==> config.mk <==
export PLATFORM = sky130hd
export DESIGN_NAME = flash_stat_gen
export DESIGN_NICKNAME = d
export VERILOG_FILES = /design/src/rtl/flash_stat_pkg.sv /design/src/rtl/fst_timer.sv /design/src/rtl/fst_toggle.sv /design/src/rtl/fst_ctrl.sv /design/src/rtl/fst_readout.sv /design/src/rtl/flash_stat_gen.sv
export SDC_FILE = /design/constraint.sdc
export NUM_CORES = 1
export LEC_CHECK = 0
export BUFFER_PORTS_ARGS = -buffer_cell sky130_fd_sc_hd__buf_2
export CAP_MARGIN = 20
export CELL_PAD_IN_SITES_DETAIL_PLACEMENT = 0
export CELL_PAD_IN_SITES_GLOBAL_PLACEMENT = 1
export CORE_AREA = 3 3 102 104
export DETAILED_ROUTE_END_ITERATION = 10
export DIE_AREA = 0 0 105 107
export PLACE_DENSITY_LB_ADDON = 0.1
export SYNTH_ARGS = -nofsm -noshare
export SYNTH_HDL_FRONTEND = slang
export SYNTH_SLANG_ARGS = --single-unit
==> constraint.sdc <==
create_clock -name clk_i -period 1.8 [get_ports clk_i]
set_input_delay 0.18 -clock clk_i [delete_from_list [all_inputs] [get_ports clk_i]]
set_output_delay 0.18 -clock clk_i [all_outputs]
set_load 0.05 [all_outputs]
==> src/rtl/flash_stat_pkg.sv <==
package flash_stat_pkg;
  typedef enum logic [2:0] {
    ST_IDLE,
    ST_PROG,
    ST_ERASE,
    ST_SUSP,
    ST_SPROG
  } fst_state_e;

  localparam int unsigned POLL_BIT = 7;
  localparam int unsigned TOGA_BIT = 6;
  localparam int unsigned TOGB_BIT = 2;
endpackage

==> src/rtl/fst_timer.sv <==
module fst_timer #(
  parameter int unsigned W           = 16,
  parameter bit          ZERO_IS_ONE = 1'b1
) (
  input  logic         clk_i,
  input  logic         rst_ni,
  input  logic         clr_i,
  input  logic         load_i,
  input  logic [W-1:0] len_i,
  input  logic         run_i,
  output logic         done_o,
  output logic         active_o
);
  logic [W-1:0] cnt_q;
  logic [W-1:0] len_eff;

  always_comb begin
    len_eff = len_i;
    if (ZERO_IS_ONE && len_i == '0) len_eff = W'(1);
  end

  always_ff @(posedge clk_i or negedge rst_ni) begin
    if (!rst_ni)                   cnt_q <= '0;
    else if (clr_i)                cnt_q <= '0;
    else if (load_i)               cnt_q <= len_eff;
    else if (run_i && cnt_q != '0) cnt_q <= cnt_q - W'(1);
  end

  assign done_o   = run_i && (cnt_q == W'(1));
  assign active_o = (cnt_q != '0);

  // remaining time frozen when not running
  a_r8_frozen: assert property (@(posedge clk_i) disable iff (!rst_ni)
    (!clr_i && !load_i && !run_i) |=> $stable(cnt_q));
endmodule

==> src/rtl/fst_toggle.sv <==
module fst_toggle (
  input  logic clk_i,
  input  logic rst_ni,
  input  logic clr_i,
  input  logic en_i,
  output logic q_o
);
  always_ff @(posedge clk_i or negedge rst_ni) begin
    if (!rst_ni)    q_o <= 1'b0;
    else if (clr_i) q_o <= 1'b0;
    else if (en_i)  q_o <= ~q_o;
  end

  // each enabled read flips, each start clears
  a_r4_flip: assert property (@(posedge clk_i) disable iff (!rst_ni)
    (en_i && !clr_i) |=> (q_o != $past(q_o)));
  a_r5_clear: assert property (@(posedge clk_i) disable iff (!rst_ni)
    clr_i |=> !q_o);
endmodule

==> src/rtl/fst_ctrl.sv <==
module fst_ctrl
  import flash_stat_pkg::*;
(
  input  logic       clk_i,
  input  logic       rst_ni,
  input  logic       start_i,
  input  logic       op_i,
  input  logic       suspend_i,
  input  logic       data_b7_i,
  input  logic       prog_done_i,
  input  logic       erase_done_i,
  output fst_state_e state_o,
  output logic       acc_prog_o,
  output logic       acc_erase_o,
  output logic       finish_o,
  output logic       pdata_b7_o,
  output logic       last_b7_o
);
  fst_state_e st_q, st_d;

  assign acc_prog_o  = start_i && !op_i && (st_q == ST_IDLE || st_q == ST_SUSP);
  assign acc_erase_o = start_i &&  op_i && (st_q == ST_IDLE);
  assign finish_o    = (st_q == ST_PROG  && prog_done_i) ||
                       (st_q == ST_ERASE && erase_done_i);

  always_comb begin
    st_d = st_q;
    unique case (st_q)
      ST_IDLE: begin
        if (acc_prog_o)       st_d = ST_PROG;
        else if (acc_erase_o) st_d = ST_ERASE;
      end
      ST_PROG:  if (prog_done_i) st_d = ST_IDLE;
      ST_ERASE: begin
        if (erase_done_i)   st_d = ST_IDLE;
        else if (suspend_i) st_d = ST_SUSP;
      end
      ST_SUSP: begin
        if (acc_prog_o)      st_d = ST_SPROG;
        else if (!suspend_i) st_d = ST_ERASE;
      end
      ST_SPROG: if (prog_done_i) st_d = ST_SUSP;
      default:  st_d = ST_IDLE;
    endcase
  end

  always_ff @(posedge clk_i or negedge rst_ni) begin
    if (!rst_ni) begin
      st_q       <= ST_IDLE;
      pdata_b7_o <= 1'b0;
      last_b7_o  <= 1'b0;
    end else begin
      st_q <= st_d;
      if (acc_prog_o) pdata_b7_o <= data_b7_i;
      if (finish_o)   last_b7_o  <= (st_q == ST_ERASE) ? 1'b1 : pdata_b7_o;
    end
  end

  assign state_o = st_q;

  // busy program is not displaced by any start
  a_r11_prog_hold: assert property (@(posedge clk_i) disable iff (!rst_ni)
    (st_q == ST_PROG && !prog_done_i) |=> st_q == ST_PROG);
  a_r11_sprog_hold: assert property (@(posedge clk_i) disable iff (!rst_ni)
    (st_q == ST_SPROG && !prog_done_i) |=> st_q == ST_SPROG);
  // nested program returns to suspend
  a_r8_back_to_susp: assert property (@(posedge clk_i) disable iff (!rst_ni)
    (st_q == ST_SPROG && prog_done_i) |=> st_q == ST_SUSP);
endmodule

==> src/rtl/fst_readout.sv <==
module fst_readout
  import flash_stat_pkg::*;
#(
  parameter int unsigned DATA_W      = 16,
  parameter logic [DATA_W-1:0] INVALID_PAT = '0
) (
  input  logic              clk_i,
  input  logic              rst_ni,
  input  fst_state_e        state_i,
  input  logic              rd_i,
  input  logic              in_susp_i,
  input  logic [DATA_W-1:0] array_data_i,
  input  logic              pdata_b7_i,
  input  logic              last_b7_i,
  input  logic              settle_i,
  input  logic              tog_a_i,
  input  logic              tog_b_i,
  output logic [DATA_W-1:0] rd_data_o,
  output logic              rd_valid_o
);
  logic [DATA_W-1:0] word;

  always_comb begin
    word = INVALID_PAT;
    unique case (state_i)
      ST_IDLE: begin
        if (settle_i) begin
          word[POLL_BIT] = last_b7_i;
          word[TOGA_BIT] = tog_a_i;
        end else begin
          word = array_data_i;
        end
      end
      ST_PROG, ST_SPROG: begin
        word[POLL_BIT] = ~pdata_b7_i;
        word[TOGA_BIT] = tog_a_i;
        word[TOGB_BIT] = tog_b_i;
      end
      ST_ERASE: begin
        word[POLL_BIT] = 1'b0;
        word[TOGA_BIT] = tog_a_i;
        word[TOGB_BIT] = tog_b_i;
      end
      ST_SUSP: begin
        if (in_susp_i) begin
          word[POLL_BIT] = 1'b1;
          word[TOGA_BIT] = 1'b1;
          word[TOGB_BIT] = tog_b_i;
        end else begin
          word = array_data_i;
        end
      end
      default: word = INVALID_PAT;
    endcase
  end

  always_ff @(posedge clk_i or negedge rst_ni) begin
    if (!rst_ni) begin
      rd_data_o  <= '0;
      rd_valid_o <= 1'b0;
    end else begin
      rd_valid_o <= rd_i;
      if (rd_i) rd_data_o <= word;
    end
  end

  a_r10_valid: assert property (@(posedge clk_i) disable iff (!rst_ni)
    rd_i |=> rd_valid_o);
  a_r10_novalid: assert property (@(posedge clk_i) disable iff (!rst_ni)
    !rd_i |=> !rd_valid_o);
  a_r2_prog_poll: assert property (@(posedge clk_i) disable iff (!rst_ni)
    (rd_i && state_i == ST_PROG) |=> rd_data_o[POLL_BIT] == !$past(pdata_b7_i));
  a_r3_erase_poll: assert property (@(posedge clk_i) disable iff (!rst_ni)
    (rd_i && state_i == ST_ERASE) |=> !rd_data_o[POLL_BIT]);
  a_r6_susp_sector: assert property (@(posedge clk_i) disable iff (!rst_ni)
    (rd_i && state_i == ST_SUSP && in_susp_i) |=>
      (rd_data_o[POLL_BIT] && rd_data_o[TOGA_BIT]));
  a_r7_other_sector: assert property (@(posedge clk_i) disable iff (!rst_ni)
    (rd_i && state_i == ST_SUSP && !in_susp_i) |=> rd_data_o == $past(array_data_i));
endmodule

==> src/rtl/flash_stat_gen.sv <==
module flash_stat_gen
  import flash_stat_pkg::*;
#(
  parameter int unsigned DATA_W      = 16,
  parameter int unsigned LEN_W       = 16,
  parameter int unsigned SETTLE_CYC  = 50,
  parameter logic [DATA_W-1:0] INVALID_PAT = 16'hA5A5
) (
  input  logic              clk_i,
  input  logic              rst_ni,
  input  logic              start_i,
  input  logic              op_i,
  input  logic [LEN_W-1:0]  len_i,
  input  logic [DATA_W-1:0] prog_data_i,
  input  logic              suspend_i,
  input  logic              in_susp_sector_i,
  input  logic [DATA_W-1:0] array_data_i,
  input  logic              rd_i,
  output logic [DATA_W-1:0] rd_data_o,
  output logic              rd_valid_o,
  output logic              ready_o
);
  localparam int unsigned SETTLE_W = (SETTLE_CYC < 1) ? 1 : $clog2(SETTLE_CYC + 1);
  localparam logic [SETTLE_W-1:0] SETTLE_LEN = SETTLE_W'(SETTLE_CYC);
  localparam int unsigned N_TOG = 2;

  fst_state_e st;
  logic acc_prog, acc_erase, finish, accept;
  logic prog_done, erase_done, settle_act;
  logic pdata_b7, last_b7;
  logic prog_run, erase_run, any_busy;
  logic prog_act_unused, erase_act_unused, settle_done_unused;
  logic [N_TOG-1:0] tog_en, tog_q;

  assign accept    = acc_prog || acc_erase;
  assign prog_run  = (st == ST_PROG) || (st == ST_SPROG);
  assign erase_run = (st == ST_ERASE);
  assign any_busy  = prog_run || erase_run;
  assign ready_o   = !any_busy;

  fst_ctrl u_ctrl (
    .clk_i        (clk_i),
    .rst_ni       (rst_ni),
    .start_i      (start_i),
    .op_i         (op_i),
    .suspend_i    (suspend_i),
    .data_b7_i    (prog_data_i[POLL_BIT]),
    .prog_done_i  (prog_done),
    .erase_done_i (erase_done),
    .state_o      (st),
    .acc_prog_o   (acc_prog),
    .acc_erase_o  (acc_erase),
    .finish_o     (finish),
    .pdata_b7_o   (pdata_b7),
    .last_b7_o    (last_b7)
  );

  fst_timer #(.W(LEN_W), .ZERO_IS_ONE(1'b1)) u_prog_tmr (
    .clk_i    (clk_i),
    .rst_ni   (rst_ni),
    .clr_i    (1'b0),
    .load_i   (acc_prog),
    .len_i    (len_i),
    .run_i    (prog_run),
    .done_o   (prog_done),
    .active_o (prog_act_unused)
  );

  fst_timer #(.W(LEN_W), .ZERO_IS_ONE(1'b1)) u_erase_tmr (
    .clk_i    (clk_i),
    .rst_ni   (rst_ni),
    .clr_i    (1'b0),
    .load_i   (acc_erase),
    .len_i    (len_i),
    .run_i    (erase_run),
    .done_o   (erase_done),
    .active_o (erase_act_unused)
  );

  fst_timer #(.W(SETTLE_W), .ZERO_IS_ONE(1'b0)) u_settle_tmr (
    .clk_i    (clk_i),
    .rst_ni   (rst_ni),
    .clr_i    (accept),
    .load_i   (finish),
    .len_i    (SETTLE_LEN),
    .run_i    (1'b1),
    .done_o   (settle_done_unused),
    .active_o (settle_act)
  );

  // toggle 0 -> bit 6, toggle 1 -> bit 2
  assign tog_en[0] = rd_i && any_busy;
  assign tog_en[1] = rd_i && ((st == ST_ERASE) || (st == ST_SUSP && in_susp_sector_i));

  for (genvar g = 0; g < N_TOG; g++) begin : g_tog
    fst_toggle u_tog (
      .clk_i  (clk_i),
      .rst_ni (rst_ni),
      .clr_i  (accept),
      .en_i   (tog_en[g]),
      .q_o    (tog_q[g])
    );
  end

  fst_readout #(.DATA_W(DATA_W), .INVALID_PAT(INVALID_PAT)) u_readout (
    .clk_i        (clk_i),
    .rst_ni       (rst_ni),
    .state_i      (st),
    .rd_i         (rd_i),
    .in_susp_i    (in_susp_sector_i),
    .array_data_i (array_data_i),
    .pdata_b7_i   (pdata_b7),
    .last_b7_i    (last_b7),
    .settle_i     (settle_act),
    .tog_a_i      (tog_q[0]),
    .tog_b_i      (tog_q[1]),
    .rd_data_o    (rd_data_o),
    .rd_valid_o   (rd_valid_o)
  );

  a_r1_busy_after_start: assert property (@(posedge clk_i) disable iff (!rst_ni)
    (st == ST_IDLE && start_i) |=> !ready_o);
  a_r1_ready_in_susp: assert property (@(posedge clk_i) disable iff (!rst_ni)
    (st == ST_SUSP && suspend_i && !start_i) |=> ready_o);
  a_r11_no_erase_in_susp: assert property (@(posedge clk_i) disable iff (!rst_ni)
    (st == ST_SUSP && start_i && op_i && suspend_i) |=> st == ST_SUSP);
endmodule

==> impl_metrics.yaml <==
critical_path:
  worstSetupStartpointType: "flop"
  criticalPathCategory: "reg -> reg"
  reg2reg_depth: 6
  r2r-end: "u_ctrl.state_o[0]$_DFFE_PN0P_"
  cp-end-kind: "flop"
  critPathArrivalTime_ns: 2.19
  reg2reg_slack_ns: -0.16
  reg2reg_from: "u_erase_tmr.cnt_q[13]$_DFFE_PN0P_"
  cp.required_ns: 2.04
  crit_fanout: 4
synthesis:
  syn_area_um2: 3540
  synth-edff-count: 0
  syn-num-nets: 445
  ys_seq_area_share_pct: 43.8
  synthArstFlopShare_pct: 100
  synth-seq-cells: 62
  synth_top_area_share_pct: 43.8
  synth.avg_cell_area_um2: 9.19
  synth_top_cell_by_area: "dfrtp_1"
  yosysWarnings: 0
  synthDistinctLibCells: 58
  synth_cells: 385
  synth.area.top_cells: "dfrtp_1, nor2_1, a21oi_1"
  ys.flop_type: "dfrtp_1"
clocking:
  clock_sinks: 62
  clockRootBuffer: "clkbuf_8"
  cts_made_buffers: 9
  cts_tree: "done"
  cts.clk_slew.worst_paths_ns: 0.08
  cts_htree_levels: 3
  clkLatencyLatePin_ns: 0.35
  clockBufferDepth: 2
sta:
  worst_slew_pin_slew_ns: 0.403
  finalMaxSlewViolations: 0
  grt_setup_unrepaired: "yes"
  fin_crit_ns: 1.96
  slew_headroom_pct: 72.9
  fin_crit_sh_pct: 109
  setup_viol: 30
  fin_worst_skew_ns: 0.00927
  finalHoldViolations: 0
  fin_tns_setup_ns: -2.01
  fin_ws_ns: -0.155
  timing.fmax_mhz: 511
job:
  cap_violations: 0
floorplan:
  rows: 36
  core_um2: 9640
  start_util_pct: 36.7
  die-width_um: 105
  die_h_um: 107
  die-area_um2: 11200
  io-pin-count: 73
detailed_routing:
  dr.pass1.iters: 4
  wl_per_cell_um: 15.6
  drc: 0
  via_per_inst: 5.20
  first_iter_violations: 110
  totalWireLength_mm: 10.1
  ant_nets: 0
  vias: 3387
finish:
  diodes: 0
  filler_cell_count: 963
  drive_above_1_share_pct: 40.9
  area_growth_pct: 43.7
  layout.nets: 573
grt:
  globalRoute.totalOverflow: 0
  grt_pass1_vias: 3157
  grt_max_degree: 49
  grt_pass1_wl_mm: 16.4
  grt_usage_pct: 18.4
  antenna_found_initial: 0
placed_design:
  portBuffers: 57
  dp_hpwl_mm: 7.18
  gp_congestion: 0.794
status:
  violations: "setup timing"
  status: "finished with violations"
power_and_ir_drop:
  ir_drop_mv: 0.646
  total_power_mw: 8.28
  powerDensity_nw_per_um2: 1630
  power_leakage_nw: 2.12
hold_path:
  min_path_cells: 2
  whs_endpoint: "u_readout.rd_data_o[4]$_DFFE_PN0P_"
  hp-class: "in -> reg"
  hp-start: "array_data_i[4]"
[through the flow]
step / setup slack [ns] / instances / hold slack [ns] / instance area [um2] / utilization (%)
after CTS: -0.138 / 645 / 0.0234 / 4900 / 50.8
after global routing: -0.238 / 651 / 0.0139 / 5080 / 52.8
final: -0.155 / 651 / 0.0370 / 5080 / 52.8
after global placement: -0.187 / 620 / 0.128 / 4440 / 46.0
after floorplan: -0.0578 / 385 / -0.116 / 3550 / -
after detailed placement: -0.223 / 620 / 0.136 / 4440 / 46.0
[routing by layer]
metal | share of wire (%) | wire length (um) | track usage [%]
met1 | 47 | 4720 | 24.0
met2 | 48 | 4890 | 30.3
met3 | 4.0 | 402 | 4.52
met4 | 1.1 | 115 | 5.06
met5 | 0 | 0 | 0
[layout make-up]
type / count / area [um2] / share of cell area [%]
inverter: 13 / 48.8 / 0.960
multi-input combinational: 292 / 2110 / 41.6
clock buffer: 9 / 124 / 2.44
timing repair buffer: 135 / 956 / 18.8
tap: 133 / 166 / 3.27
sequential: 62 / 1550 / 30.5
clock inverter: 7 / 123 / 2.41
[repair_timing]
item | CTS | global route
endpoints found under the hold margin | 14 | 0
gates cloned | 0 | 1
hold buffers | 1 | 0
setup buffers | 8 | 6
endpoints found under the setup margin | 49 | 58
resized for setup | 33 | 35
pin swaps | 33 | 44
[sequential cells by signal, indices dropped and copies added (netlist names)]
signal                flops
u_erase_tmr.cnt_q        16
u_prog_tmr.cnt_q         16
u_readout.rd_data_o      16
u_settle_tmr.cnt_q        6
u_ctrl.state_o            3
g_tog.u_tog.q_o           2
u_ctrl.last_b7_o          1
u_ctrl.pdata_b7_o         1
u_readout.rd_valid_o      1
[worst max-delay path: stages, from the launching register on]
cell and delay (ns):
dfrtp_1 0.38, or4_4 0.56, nor4_4 0.26, buf_4 0.18, a31oi_1 0.08, o21a_1 0.18, o221a_2 0.21
[synth_stat cells, types with 2 or more instances]
| cell type | n |
|---|---|
| a31oi_1 | 13 |
| nor2b_1 | 3 |
| o21ai_1 | 4 |
| nor4_4 | 2 |
| nor4_1 | 10 |
| a211oi_1 | 5 |
| inv_1 | 13 |
| or3_1 | 5 |
| ha_1 | 5 |
| or2_2 | 2 |
| nand2b_1 | 5 |
| o21a_1 | 2 |
| nand2_1 | 26 |
| o22a_1 | 7 |
| or4_1 | 4 |
| a21o_1 | 2 |
| mux2i_1 | 2 |
| clkbuf_1 | 12 |
| or4_4 | 2 |
| nor3_1 | 10 |
| o21ai_0 | 15 |
| nand4_1 | 7 |
| nor2_1 | 49 |
| xor2_1 | 14 |
| a21oi_1 | 32 |
| nand3_1 | 16 |
| mux2_2 | 2 |
| nand4b_1 | 2 |
| dfrtp_1 | 62 |
| and3_1 | 3 |
| nor3b_1 | 4 |
| xnor2_1 | 11 |
| buf_2 | 3 |
| a22o_1 | 7 |
[report_power, final]
group          switching (mW)  total [mW]  internal [mW]
clock network           0.612        1.54          0.924
logic                    2.27        4.26           1.99
registers               0.525        2.48           1.96
[cells in the final DEF, fill, tap and decap left out, types with 10 or more instances in the layout]
cell and n:
buf_4 66, dfrtp_1 61, buf_2 56, nor2_1 46, a21oi_1 29, nand2_1 24, xor2_1 14, nand3_1 13
a31oi_1 13, o21ai_0 10
[cell families (layout without fill, tap and decap cells)]
kind of cell,after synthesis,after routing,synth area share [%]
adders and majority gates,5,5,1.77
and+or+nand+nor,161,161,25.5
xor gates and xnor gates,25,25,6.19
AOI/OAI and AO/OA,97,97,17.9
buffers and inverters,31,164,3.71
muxes,4,4,1.20
DFF,62,62,43.8
[how the worst max path moves through the flow]
stage / startpoint / end / slack [ns] / cells after the start
global route: u_erase_tmr.cnt_q[13]$_DFFE_PN0P_ / u_ctrl.state_o[0]$_DFFE_PN0P_ / -0.24 / 6
CTS: u_erase_tmr.cnt_q[11]$_DFFE_PN0P_ / u_ctrl.state_o[0]$_DFFE_PN0P_ / -0.14 / 6
detailed placement: u_settle_tmr.cnt_q[0]$_DFFE_PN0P_ / u_readout.rd_data_o[8]$_DFFE_PN0P_ / -0.22 / 6
floorplan: u_erase_tmr.cnt_q[7]$_DFFE_PN0P_ / u_erase_tmr.cnt_q[1]$_DFFE_PN0P_ / -0.06 / 6
global placement: u_prog_tmr.cnt_q[1]$_DFFE_PN0P_ / u_ctrl.last_b7_o$_DFFE_PN0P_ / -0.19 / 7
finish: u_erase_tmr.cnt_q[13]$_DFFE_PN0P_ / u_ctrl.state_o[0]$_DFFE_PN0P_ / -0.16 / 6
No activity file was read; power rests on OpenSTA's default activity.
